[src/rtl/nand_bus_engine.sv]
module nand_bus_engine #(
  parameter int TW  = 4,
  parameter int BW  = 8,
  parameter int LW  = 12,
  parameter int CW  = 12,
  parameter int RWD = 17
) (
  input  logic           clk,
  input  logic           rst_n,
  input  logic           req_valid,
  output logic           req_ready,
  input  logic [1:0]     req_op,
  input  logic [7:0]     req_cmd,
  input  logic [CW-1:0]  req_col,
  input  logic [RWD-1:0] req_row,
  input  logic [LW-1:0]  req_len,
  input  logic [7:0]     wr_data,
  output logic           wr_take,
  output logic [7:0]     rd_data,
  output logic           rd_valid,
  output logic           done,
  input  logic [TW-1:0]  t_setup,
  input  logic [TW-1:0]  t_pulse,
  input  logic [TW-1:0]  t_hold,
  input  logic [BW-1:0]  t_blank,
  input  logic           write_protect,
  output logic           flash_ready,
  output logic           nand_ce_n,
  output logic           nand_cle,
  output logic           nand_ale,
  output logic           nand_we_n,
  output logic           nand_re_n,
  output logic           nand_wp_n,
  output logic [7:0]     nand_io_out,
  output logic           nand_io_oe,
  input  logic [7:0]     nand_io_in,
  input  logic           nand_rb_n
);
  localparam logic [1:0] OP_CMD = 2'd0;
  localparam logic [1:0] OP_ADR = 2'd1;
  localparam logic [1:0] OP_WR  = 2'd2;
  localparam logic [1:0] OP_RD  = 2'd3;
  localparam int         NADR   = 5;

  typedef enum logic [1:0] {S_IDLE, S_SETUP, S_PULSE, S_HOLD} st_t;

  st_t             state;
  logic [TW-1:0]   cnt;
  logic [LW-1:0]   rem;
  logic [1:0]      op_q;
  logic [2:0]      idx;
  logic [7:0]      io_q;
  logic [CW-1:0]   col_q;
  logic [RWD-1:0]  row_q;
  logic [BW-1:0]   blank;
  logic            rb_s1, rb_s2;

  function automatic logic [7:0] adr_byte(input logic [2:0] i,
                                          input logic [CW-1:0] c,
                                          input logic [RWD-1:0] r);
    logic [15:0] cw;
    logic [23:0] rw;
    cw = 16'(c);
    rw = 24'(r);
    case (i)
      3'd0:    return cw[7:0];
      3'd1:    return {4'h0, cw[11:8]};
      3'd2:    return rw[7:0];
      3'd3:    return rw[15:8];
      default: return {7'h0, rw[16]};
    endcase
  endfunction

  wire busy     = (state != S_IDLE);
  wire accept   = req_valid && !busy;
  wire cnt_zero = (cnt == '0);
  wire last     = (rem == LW'(1));
  wire hold_end = (state == S_HOLD) && cnt_zero;
  wire is_rd    = (op_q == OP_RD);

  assign wr_take = (accept && req_op == OP_WR) ||
                   (hold_end && !last && op_q == OP_WR);

  always_ff @(posedge clk) begin
    if (!rst_n) begin
      state    <= S_IDLE;
      cnt      <= '0;
      rem      <= '0;
      op_q     <= OP_CMD;
      idx      <= '0;
      io_q     <= '0;
      col_q    <= '0;
      row_q    <= '0;
      blank    <= '0;
      rb_s1    <= 1'b0;
      rb_s2    <= 1'b0;
      rd_data  <= '0;
      rd_valid <= 1'b0;
      done     <= 1'b0;
    end else begin
      done     <= 1'b0;
      rd_valid <= 1'b0;
      rb_s1    <= nand_rb_n;
      rb_s2    <= rb_s1;
      if (blank != '0) blank <= blank - BW'(1);
      case (state)
        S_IDLE: if (accept) begin
          op_q  <= req_op;
          col_q <= req_col;
          row_q <= req_row;
          idx   <= '0;
          cnt   <= t_setup;
          state <= S_SETUP;
          case (req_op)
            OP_CMD:  begin rem <= LW'(1);    io_q <= req_cmd; end
            OP_ADR:  begin rem <= LW'(NADR); io_q <= adr_byte(3'd0, req_col, req_row); end
            OP_WR:   begin rem <= (req_len == '0) ? LW'(1) : req_len; io_q <= wr_data; end
            default: begin rem <= (req_len == '0) ? LW'(1) : req_len; end
          endcase
        end
        S_SETUP: if (cnt_zero) begin
          cnt   <= t_pulse;
          state <= S_PULSE;
        end else cnt <= cnt - TW'(1);
        S_PULSE: if (cnt_zero) begin
          cnt   <= t_hold;
          state <= S_HOLD;
          if (is_rd) begin
            rd_data  <= nand_io_in;
            rd_valid <= 1'b1;
          end else blank <= t_blank;
        end else cnt <= cnt - TW'(1);
        default: if (cnt_zero) begin
          if (last) begin
            state <= S_IDLE;
            done  <= 1'b1;
          end else begin
            rem   <= rem - LW'(1);
            idx   <= idx + 3'd1;
            cnt   <= t_setup;
            state <= S_SETUP;
            if (op_q == OP_ADR) io_q <= adr_byte(idx + 3'd1, col_q, row_q);
            else if (op_q == OP_WR) io_q <= wr_data;
          end
        end else cnt <= cnt - TW'(1);
      endcase
    end
  end

  assign req_ready   = !busy;
  assign nand_ce_n   = !busy;
  assign nand_cle    = busy && (op_q == OP_CMD);
  assign nand_ale    = busy && (op_q == OP_ADR);
  assign nand_we_n   = !((state == S_PULSE) && !is_rd);
  assign nand_re_n   = !((state == S_PULSE) && is_rd);
  assign nand_io_oe  = busy && !is_rd;
  assign nand_io_out = io_q;
  assign nand_wp_n   = !write_protect;
  assign flash_ready = rb_s2 && (blank == '0);
endmodule

[config.mk]
export PLATFORM = sky130hd
export DESIGN_NAME = nand_bus_engine
export DESIGN_NICKNAME = d
export VERILOG_FILES = /design/src/rtl/nand_bus_engine.sv
export SDC_FILE = /design/constraint.sdc
export NUM_CORES = 1
export LEC_CHECK = 0
export BUFFER_PORTS_ARGS = -buffer_cell sky130_fd_sc_hd__buf_2
export CAP_MARGIN = 30
export CORE_MARGIN = 5
export CORE_UTILIZATION = 35
export CTS_CLUSTER_DIAMETER = 30
export CTS_CLUSTER_SIZE = 8
export DETAILED_ROUTE_END_ITERATION = 8
export MAX_ROUTING_LAYER = met4
export SETUP_SLACK_MARGIN = 0.5
export SYNTH_ARGS = -nofsm -noshare
export SYNTH_HDL_FRONTEND = slang
export SYNTH_SLANG_ARGS = --single-unit
export TNS_END_PERCENT = 1
[constraint.sdc]
create_clock -name clk -period 2.2 [get_ports clk]
set_input_delay 0.11 -clock clk [delete_from_list [all_inputs] [get_ports clk]]
set_output_delay 0.11 -clock clk [all_outputs]
set_load 0.1 [all_outputs]
# After elaboration in Yosys (flattened, before gate mapping)

Index checks and enable logic that the tools add are counted.

Bits in latches: 0
Output and inout bits: 28
Register bits: 80
Memories: 0
Bits in writable memories: 0
Input port bits: 92
Word-level logic and storage cells: 113
ROM bits: 0

Reduce and logical (&&, ||, !) cells: 38
Bitwise operators: 3
Shift-type cells: 0
Div/mod/pow operators: 0
Multiply operators: 0
Eq/ne operators: 18
Add/subtract/negate cells: 4
$lt $le $gt $ge: 0
Multiplexer cells: 36

Operators by type and width:

| cell                    | count |
|---|---|
| $mux W8                 | 9 |
| $mux W12                | 4 |
| $pmux W12 S2            | 2 |
| $pmux W8 S4             | 1 |
| $pmux W8 S3             | 1 |
| $mux W4                 | 5 |
| $pmux W8 S2             | 1 |
| $eq A12 B1 Y1 const B   | 1 |
| $logic_not A12 Y1       | 1 |
| $pmux W4 S3             | 1 |
| $sub A12 B1 Y12 const B | 1 |
| $logic_and A1 B1 Y1     | 11 |
| $eq A2 B2 Y1 const B    | 5 |
| $mux W3                 | 3 |
| $logic_not A8 Y1        | 1 |
| $mux W2                 | 4 |
| $reduce_and A4 Y1       | 2 |
| $reduce_bool A8 Y1      | 1 |
| $sub A8 B1 Y8 const B   | 1 |
| $eq A2 B1 Y1 const B    | 3 |
| $eq A3 B2 Y1 const B    | 2 |
| $logic_not A1 Y1        | 6 |
| $logic_not A2 Y1        | 3 |
| $ne A2 B2 Y1 const B    | 3 |
| 20 further kinds        | 27 |

# Depth between registers and ports, before layout

Gate-level depths: netlist of the first run.

Depth in word-level cells: 7
Mapped depth: 11
Mapped depth without buffers: 7

# Least setup slack after synthesis of the first run

Ideal clock, no wire load.

Path kind: register to output
Start point: register state[0]
End point: output nand_cle
Data required time: 2,090 ps
Cell stages (with the launch flop): 7
Slack: -1,001 ps
Buffers on the path: 3
Data arrival time: 3,091 ps
Cells stage by stage: dfxtp_1 -> inv_1 -> ha_1 -> buf_4 -> clkbuf_1 -> buf_1 -> nor2b_1

Word-level cells in the longest chain between the ends: 2

Ends and longest elaborated chain:

| item                   | line | text |
|---|---|---|
| start, declared        | 47   | `st_t state;` |
| start signal, assigned | 86   | `state <= S_IDLE;` |
| start signal, assigned | 113  | `state <= S_SETUP;` |
| start signal, assigned | 123  | `state <= S_PULSE;` |
| $reduce_bool A2 Y1     | 74   | `wire busy = (state != S_IDLE);` |
| $logic_and A1 B1 Y1    | 152  | `assign nand_cle = busy && (op_q == OP_CMD);` |
| end, declared          | 29   | `output logic nand_cle,` |

No other way between the ends.

# Worst setup path in the final report of the first run

Start point: register cnt[0]
End point: output wr_take

Word-level cells in the longest chain between the ends: 5

Ends and longest elaborated chain:

| item                             | line | text |
|---|---|---|
| start, declared                  | 48   | `logic [TW-1:0] cnt;` |
| start signal, assigned           | 112  | `cnt <= t_setup;` |
| start signal, assigned           | 122  | `cnt <= t_pulse;` |
| start signal, assigned           | 124  | `end else cnt <= cnt - TW'(1);` |
| $logic_not A4 Y1                 | 76   | `wire cnt_zero = (cnt == '0);` |
| $logic_and A1 B1 Y1              | 78   | `wire hold_end = (state == S_HOLD) && cnt_zero;` |
| $logic_and A1 B1 Y1 (2 in a row) | 82   | `(hold_end && !last && op_q == OP_WR);` |
| $logic_or A1 B1 Y1               | 81   | `assign wr_take = (accept && req_op == OP_WR) \|\|` |
| end, declared                    | 18   | `output logic wr_take,` |

No other way between the ends.

==> results of run 1 <==
metal layers:
layer,part of all wire,vias to the layer above
li1,-,2289
met1,0.45,2217
met2,0.48,138
met5,0,-
met3,0.054,16
met4,0.014,0
worst paths after layout:
| kind | from | to | slack (ps) | depth (start not counted) |
|---|---|---|---|---|
| worst max register to register | cnt[0] | nand_io_out[6] | 350 | 7 |
| worst max-delay path | cnt[0] | wr_take | 340 | 7 |
| worst min register to register | rb_s1 | rb_s2 | 440 | 1 |
| worst min-delay path | req_row[0] | row_q[0] | 10 | 3 |
state kept, by name, summed over array words and instances (netlist names), 2 cells and up:
register,cells
cnt,4
blank,8
rd_data,8
row_q,17
rem,12
nand_io_out,8
idx,3
col_q,12
state,2
op_q,2
tightest hold or removal path: cells and delay by family:
family,cells,cell delay [ps]
compound gates,1,60
buf+inv,1,100
simple gates,1,40
cell usage in the layout (no fill, tap or decap), types with 4 or more instances in the layout:
cell	synthesis	routed
xnor2_1	6	6
buf_2	5	114
nand2_1	124	121
a221oi_1	4	4
a32o_1	4	4
a222oi_1	4	4
o21ai_1	6	6
nor2b_1	8	6
buf_4	4	34
ha_1	23	21
inv_1	20	16
a21oi_1	22	21
a211oi_1	7	5
o21ai_0	24	24
dfxtp_2	0	5
a31oi_1	6	6
dfxtp_1	80	73
nand3_1	11	11
o211ai_1	6	6
buf_6	1	6
a21boi_0	43	43
nor3b_1	5	4
nor2_1	32	29
nor4_1	5	4
buf_12	0	4
and2_1	9	8
nor3_1	8	5
clkbuf_16	0	9
a22oi_1	19	19
cell type report:
cell class / instances / area (um^2) / area share
clock buffers: 10 / 229 / 0.0375
clock inverters: 4 / 47.5 / 0.00778
inverters: 20 / 78.8 / 0.0129
repair buffers: 160 / 1020 / 0.166
flip-flops and latches: 80 / 1620 / 0.264
multi-input cells: 437 / 2910 / 0.475
well taps: 176 / 220 / 0.0360
logic make-up after synthesis:
group                      Yosys count  synth area share
xor gates and xnor gates             9            0.0170
muxes                                4           0.00969
adders and majority gates           23            0.0619
AOI/OAI and AO/OA                  170             0.261
buffers and inverters               60            0.0589
and+or+nand+nor                    231             0.247
DFF                                 80             0.344
through the flow:
| step | std cells | worst slack (ps) | hold WS, ps | area, um^2 |
|---|---|---|---|---|
| floorplan | 577 | 177 | 237 | 4720 |
| global placement | 846 | 187 | 335 | 5470 |
| detailed placement | 846 | 175 | 326 | 5470 |
| CTS | 881 | 345 | 2.79 | 6040 |
| global route | 887 | 236 | 6.04 | 6110 |
| finish | 887 | 338 | 13.6 | 6110 |
what timing repair did:
| action | in CTS | in global routing |
|---|---|---|
| endpoints found under the setup margin | 52 | 56 |
| hold buffers | 1 | 0 |
| gates resized for setup | 34 | 9 |
| cloned | 2 | 0 |
| buffers inserted | 18 | 6 |
| pin swaps | 12 | 6 |
| endpoints found under the hold margin | 1 | 0 |
power groups by stage:
stage	logic [mW]	clock network, mW	registers, mW
floorplan	3.57	0	2.48
global placement	4.75	0	2.17
detailed placement	4.84	0	2.19
CTS	5.47	1.49	2.16
global route	6.11	1.56	2.21
finish	5.61	1.46	2.17
==> metrics.cfg, run 1 <==
[global_routing]
use_met1 = 0.227
grt-busiest-layer = met2
grt_pass1_vias = 4687
grt_usage = 0.185
antenna_found_initial = 0
grt_util_met3 = 0.0456
grt-ovfl-total = 0
use_met2 = 0.303
grt_max_degree = 61
grt_pass1_wl_um = 23200

[drt]
dr.pass1.iters = 4
vias_per_cell = 5.25
drc = 0
drt_wl_total_um = 14200
drtIter0Drc = 305
postRouteAntennaNets = 0
wl_per_cell_um = 16.0
route.vias.total = 4660

[layout]
area_growth_pct = 31.5
diodes = 0
postLayoutCoreUtil = 0.465
drive_above_1_share = 0.319
nets = 823
fillers = 1295

[synth]
ys_seq_elements = 80
synth_edf_count = 0
yosysMostFrequentCell = nand2_1
ys_top_cells_by_area = dfxtp_1 (34%), nand2_1 (10%), a21boi_0 (6.9%), ha_1 (6.2%), a22oi_1 (3.1%)
syn_area_per_cell_um2 = 8.06
synth_area_mm2 = 0.00465
async_reset_ff_frac = 0
yosysWarnings = 0
synth_common_cells = nand2_1 (124), dfxtp_1 (80), a21boi_0 (43)
synth_top_area_share = 0.344
synth_largest_area_cell = dfxtp_1
ys_types = 68
synthCells = 577
ys_seq_area_frac = 0.344
synthFlopType = dfxtp_1
syn-num-nets = 692

[setup_path]
cp_data_arrival_time_ps = 1750
path_delay_family = simple AND/OR/NAND/NOR gates
endpoint_kind = output pin
slowest_stage = dfxtp_2
crit_buf_inv = 3
critPathKind = register to output pin
required_ps = 2090
max_stage_delay_ps = 350
crit_chain = inv_1, ha_1, nor3b_2, buf_6, nand4_1, nand2_4, buf_12
critPathMaxFanout = 8
start_kind = register

[power]
p_per_area_mw_per_mm2 = 1510
p_sw_mw = 4.30
p_leak_nw = 2.56
clkPwrFrac = 0.158
p_seq_frac = 0.235
ir_worst_vdd_mv = 0.482
p_comb_frac = 0.607
internal_power_mw = 4.93
totalPowerFinal_mw = 9.23
sw_frac_of_total = 0.466

[placed_design]
portBuffers = 119
hpwl_um = 10200
routabilityCongestion = 0.883

[clock_tree]
clock_latency_ps = 350
cts_root_buf = clkbuf_16
h-tree-depth = 3
clk_path_buf_depth = 2
numCtsBuffers = 9
cts_tree = yes
cts.sinks = 80
clk_pin_slew_worst_paths_ps = 60

[floorplanning]
num_rows = 42
num_io_pins = 120
fp.dieArea_mm2 = 0.0157
die_y_um = 125
core-area_mm2 = 0.0131
dieWidth_um = 125
start_util = 0.354

[timing]
rsz0062_at_grt = yes
worstMarginPinSlew_ps = 556
finalSetupViolCount = 0
min_period_ps = 1860
period_share = 0.846
fin_tns_setup_ps = 0
slew_viol_final = 0
final_hold_viol_count = 0
slew_headroom = 0.629
max_freq_mhz = 537
worst_clock_skew_ps = 8.86

[flow_run]
cap_violations = 0

[run_status]
status = finished clean

[worst_hold_path]
hold_path.class = primary input to register

(Power assumes the default switching activity.)
==> inputs of run 2 (changes only) <==
Settings changed: ABC_AREA from default to 1.
Clock period 2.2 ns to 1.75 ns, I/O delays scaled along.
==> metrics.cfg, run 2 <==
[run_status]
status = finished clean

[floorplanning]
num_io_pins = 120
core-area_mm2 = 0.0131
dieWidth_um = 125
die_y_um = 125
start_util = 0.353
fp.dieArea_mm2 = 0.0156
num_rows = 42

[global_routing]
grt_max_degree = 40
grt_pass1_vias = 4702
antenna_found_initial = 0
grt_usage = 0.183
grt-ovfl-total = 0
grt_pass1_wl_um = 22900

[timing]
slew_headroom = 0.671
whs_ps = 1.70
worst_clock_skew_ps = 8.19
final_hold_viol_count = 0
worstMarginPinSlew_ps = 497
finalSetupViolCount = 0
min_period_ps = 1710
slew_viol_final = 0
period_share = 0.978
fin_tns_setup_ps = 0
rsz0062_at_grt = yes
max_freq_mhz = 584

[synth]
syn_area_per_cell_um2 = 6.84
synth_top_family_by_area = simple AND/OR/NAND/NOR gates
yosys.area_share.adder = 0.0623
synth_compound_area_frac = 0.220
synth_top_area_share = 0.347
synthCells = 676
yosysWarnings = 0
synth_largest_area_cell = dfxtp_1
synthSimpleGateAreaFrac = 0.254
muxShareOfSynthArea = 0
synthFlopType = dfxtp_1
ys_top_cells_by_area = dfxtp_1 (35%), nand2_1 (9.8%), nor2_1 (7.7%), o21ai_0 (7.3%), a21oi_1 (7.0%)
ys_types = 41
ys_seq_area_frac = 0.347
synthXorXnorAreaFrac = 0.0209
synth_area_mm2 = 0.00462
synth_common_cells = nand2_1 (121), nor2_1 (95), dfxtp_1 (80)
syn-num-nets = 791
ys_seq_elements = 80
yosysMostFrequentCell = nand2_1
synth_edf_count = 0
async_reset_ff_frac = 0

[layout]
stdcell_area_mm2 = 0.00639
postLayoutCoreUtil = 0.488
area_growth_pct = 38.3
regMostFlops = row_q
final_cell_mix = nand2_1 (116), buf_2 (110), nor2_1 (87)
final_common_cell = nand2_1
drive_above_1_share = 0.297
largest_reg_flops = 17
fillers = 1341
nets = 941
diodes = 0
reg.largest.list = row_q x17, col_q x12, rem x12

[setup_path]
max_stage_delay_ps = 300
cp_data_arrival_time_ps = 1980
required_ps = 2010
path_delay_family = simple AND/OR/NAND/NOR gates
crit_chain = inv_1, ha_2, nand2_2, nor2_4, nand2_2, a21oi_4, nand2_4, buf_8, nor2_4, o21ai_2, a21oi_1
endpoint_kind = register
crit_buf_inv = 2
start_kind = register
slowest_stage = dfxtp_1
critPathMaxFanout = 10
critPathKind = register to register

[clock_tree]
numCtsBuffers = 9
clk_pin_slew_worst_paths_ps = 60
cts_tree = yes
cts.sinks = 80
cts_root_buf = clkbuf_16
clock_latency_ps = 340
h-tree-depth = 3
clk_path_buf_depth = 2

[worst_hold_path]
hold_path.class = primary input to register

[drt]
drc = 0
route.vias.total = 4773
drt_wl_total_um = 13800
dr.pass1.iters = 6
drtIter0Drc = 208
wl_per_cell_um = 13.7
postRouteAntennaNets = 0
vias_per_cell = 4.74

[power]
p_leak_nw = 2.96
p_per_area_mw_per_mm2 = 1780
ir_worst_vdd_mv = 1.23

[placed_design]
portBuffers = 119
dpl_cell_area_mm2 = 0.00569
hpwl_um = 10100
routabilityCongestion = 0.826

[flow_run]
cap_violations = 0

==> run 2: cell count changes in the layout (fill, tap and decap cells not counted), sizes merged, moves of 10 or more <==
cell | previous run | this run
nor2 | 34 | 100
o21ai | 30 | 88
inv | 19 | 67
a21oi | 22 | 68
a21boi | 44 | 1
nand3 | 11 | 35
a22oi | 19 | 4
and2 | 10 | 0
==> run 2: area by class of cell <==
type / count / area (um^2) / share of cell area
timing repair buffer: 172 / 1200 / 0.187
inverter: 69 / 275 / 0.0431
clock inverter: 2 / 35.0 / 0.00548
clock buffer: 14 / 284 / 0.0444
sequential: 80 / 1610 / 0.252
multi-input combinational: 494 / 2770 / 0.433
tap: 176 / 220 / 0.0345
==> run 2: cell families after synthesis <==
logic type / after synthesis
compound gates: 181
xor+xnor: 11
fa+ha+maj: 23
buf+inv: 103
flops: 80
simple gates: 278
==> run 2: path summary, 6_finish.rpt <==
kind,start,to,slack [ps],depth (start not counted)
max,cnt[0],nand_io_out[0],40,11
min,req_row[14],row_q[14],2,3
max reg2reg,cnt[0],nand_io_out[0],40,11
min reg2reg,rb_s1,rb_s2,420,2
==> run 2: metal layers <==
layer,GRT usage,vias to the layer above,wire [um]
li1,-,2516,-
met1,0.241,2111,6680
met2,0.282,129,6140
met3,0.0399,17,788
met4,0.0523,0,172
met5,-,-,0
==> run 2: what timing repair did <==
| item | 4_1_cts | 5_1_grt |
|---|---|---|
| hold buffers | 7 | 0 |
| setup buffers | 7 | 0 |
| setup endpoints to repair | 87 | 88 |
| gates resized for setup | 32 | 39 |
| gates cloned | 2 | 0 |
| endpoints found under the hold margin | 7 | 0 |
| pin swaps | 5 | 14 |
==> run 2: power by group <==
part / switching, mW / internal, mW
clock: 0.749 / 1.26
combinational: 4.15 / 2.45
sequential: 0.397 / 2.39
total: 5.29 / 6.10
==> run 2: metrics by stage <==
step | cells | power (mW) | setup slack (ps)
global route | 1007 | 12.3 | -102
floorplan | 676 | 7.33 | -256
CTS | 1007 | 11.2 | 54.6
global placement | 975 | 8.71 | 74.5
finish | 1007 | 11.4 | 38.2
detailed placement | 975 | 8.72 | 38.9
==> run 2: worst register-to-register path, cell delays in order, from the launching register on <==
cell and delay [ps]:
dfxtp_1 300, inv_1 60, ha_2 180, nand2_2 60
nor2_4 170, nand2_2 100, a21oi_4 180, nand2_4 90
buf_8 150, nor2_4 160, o21ai_2 60, a21oi_1 140
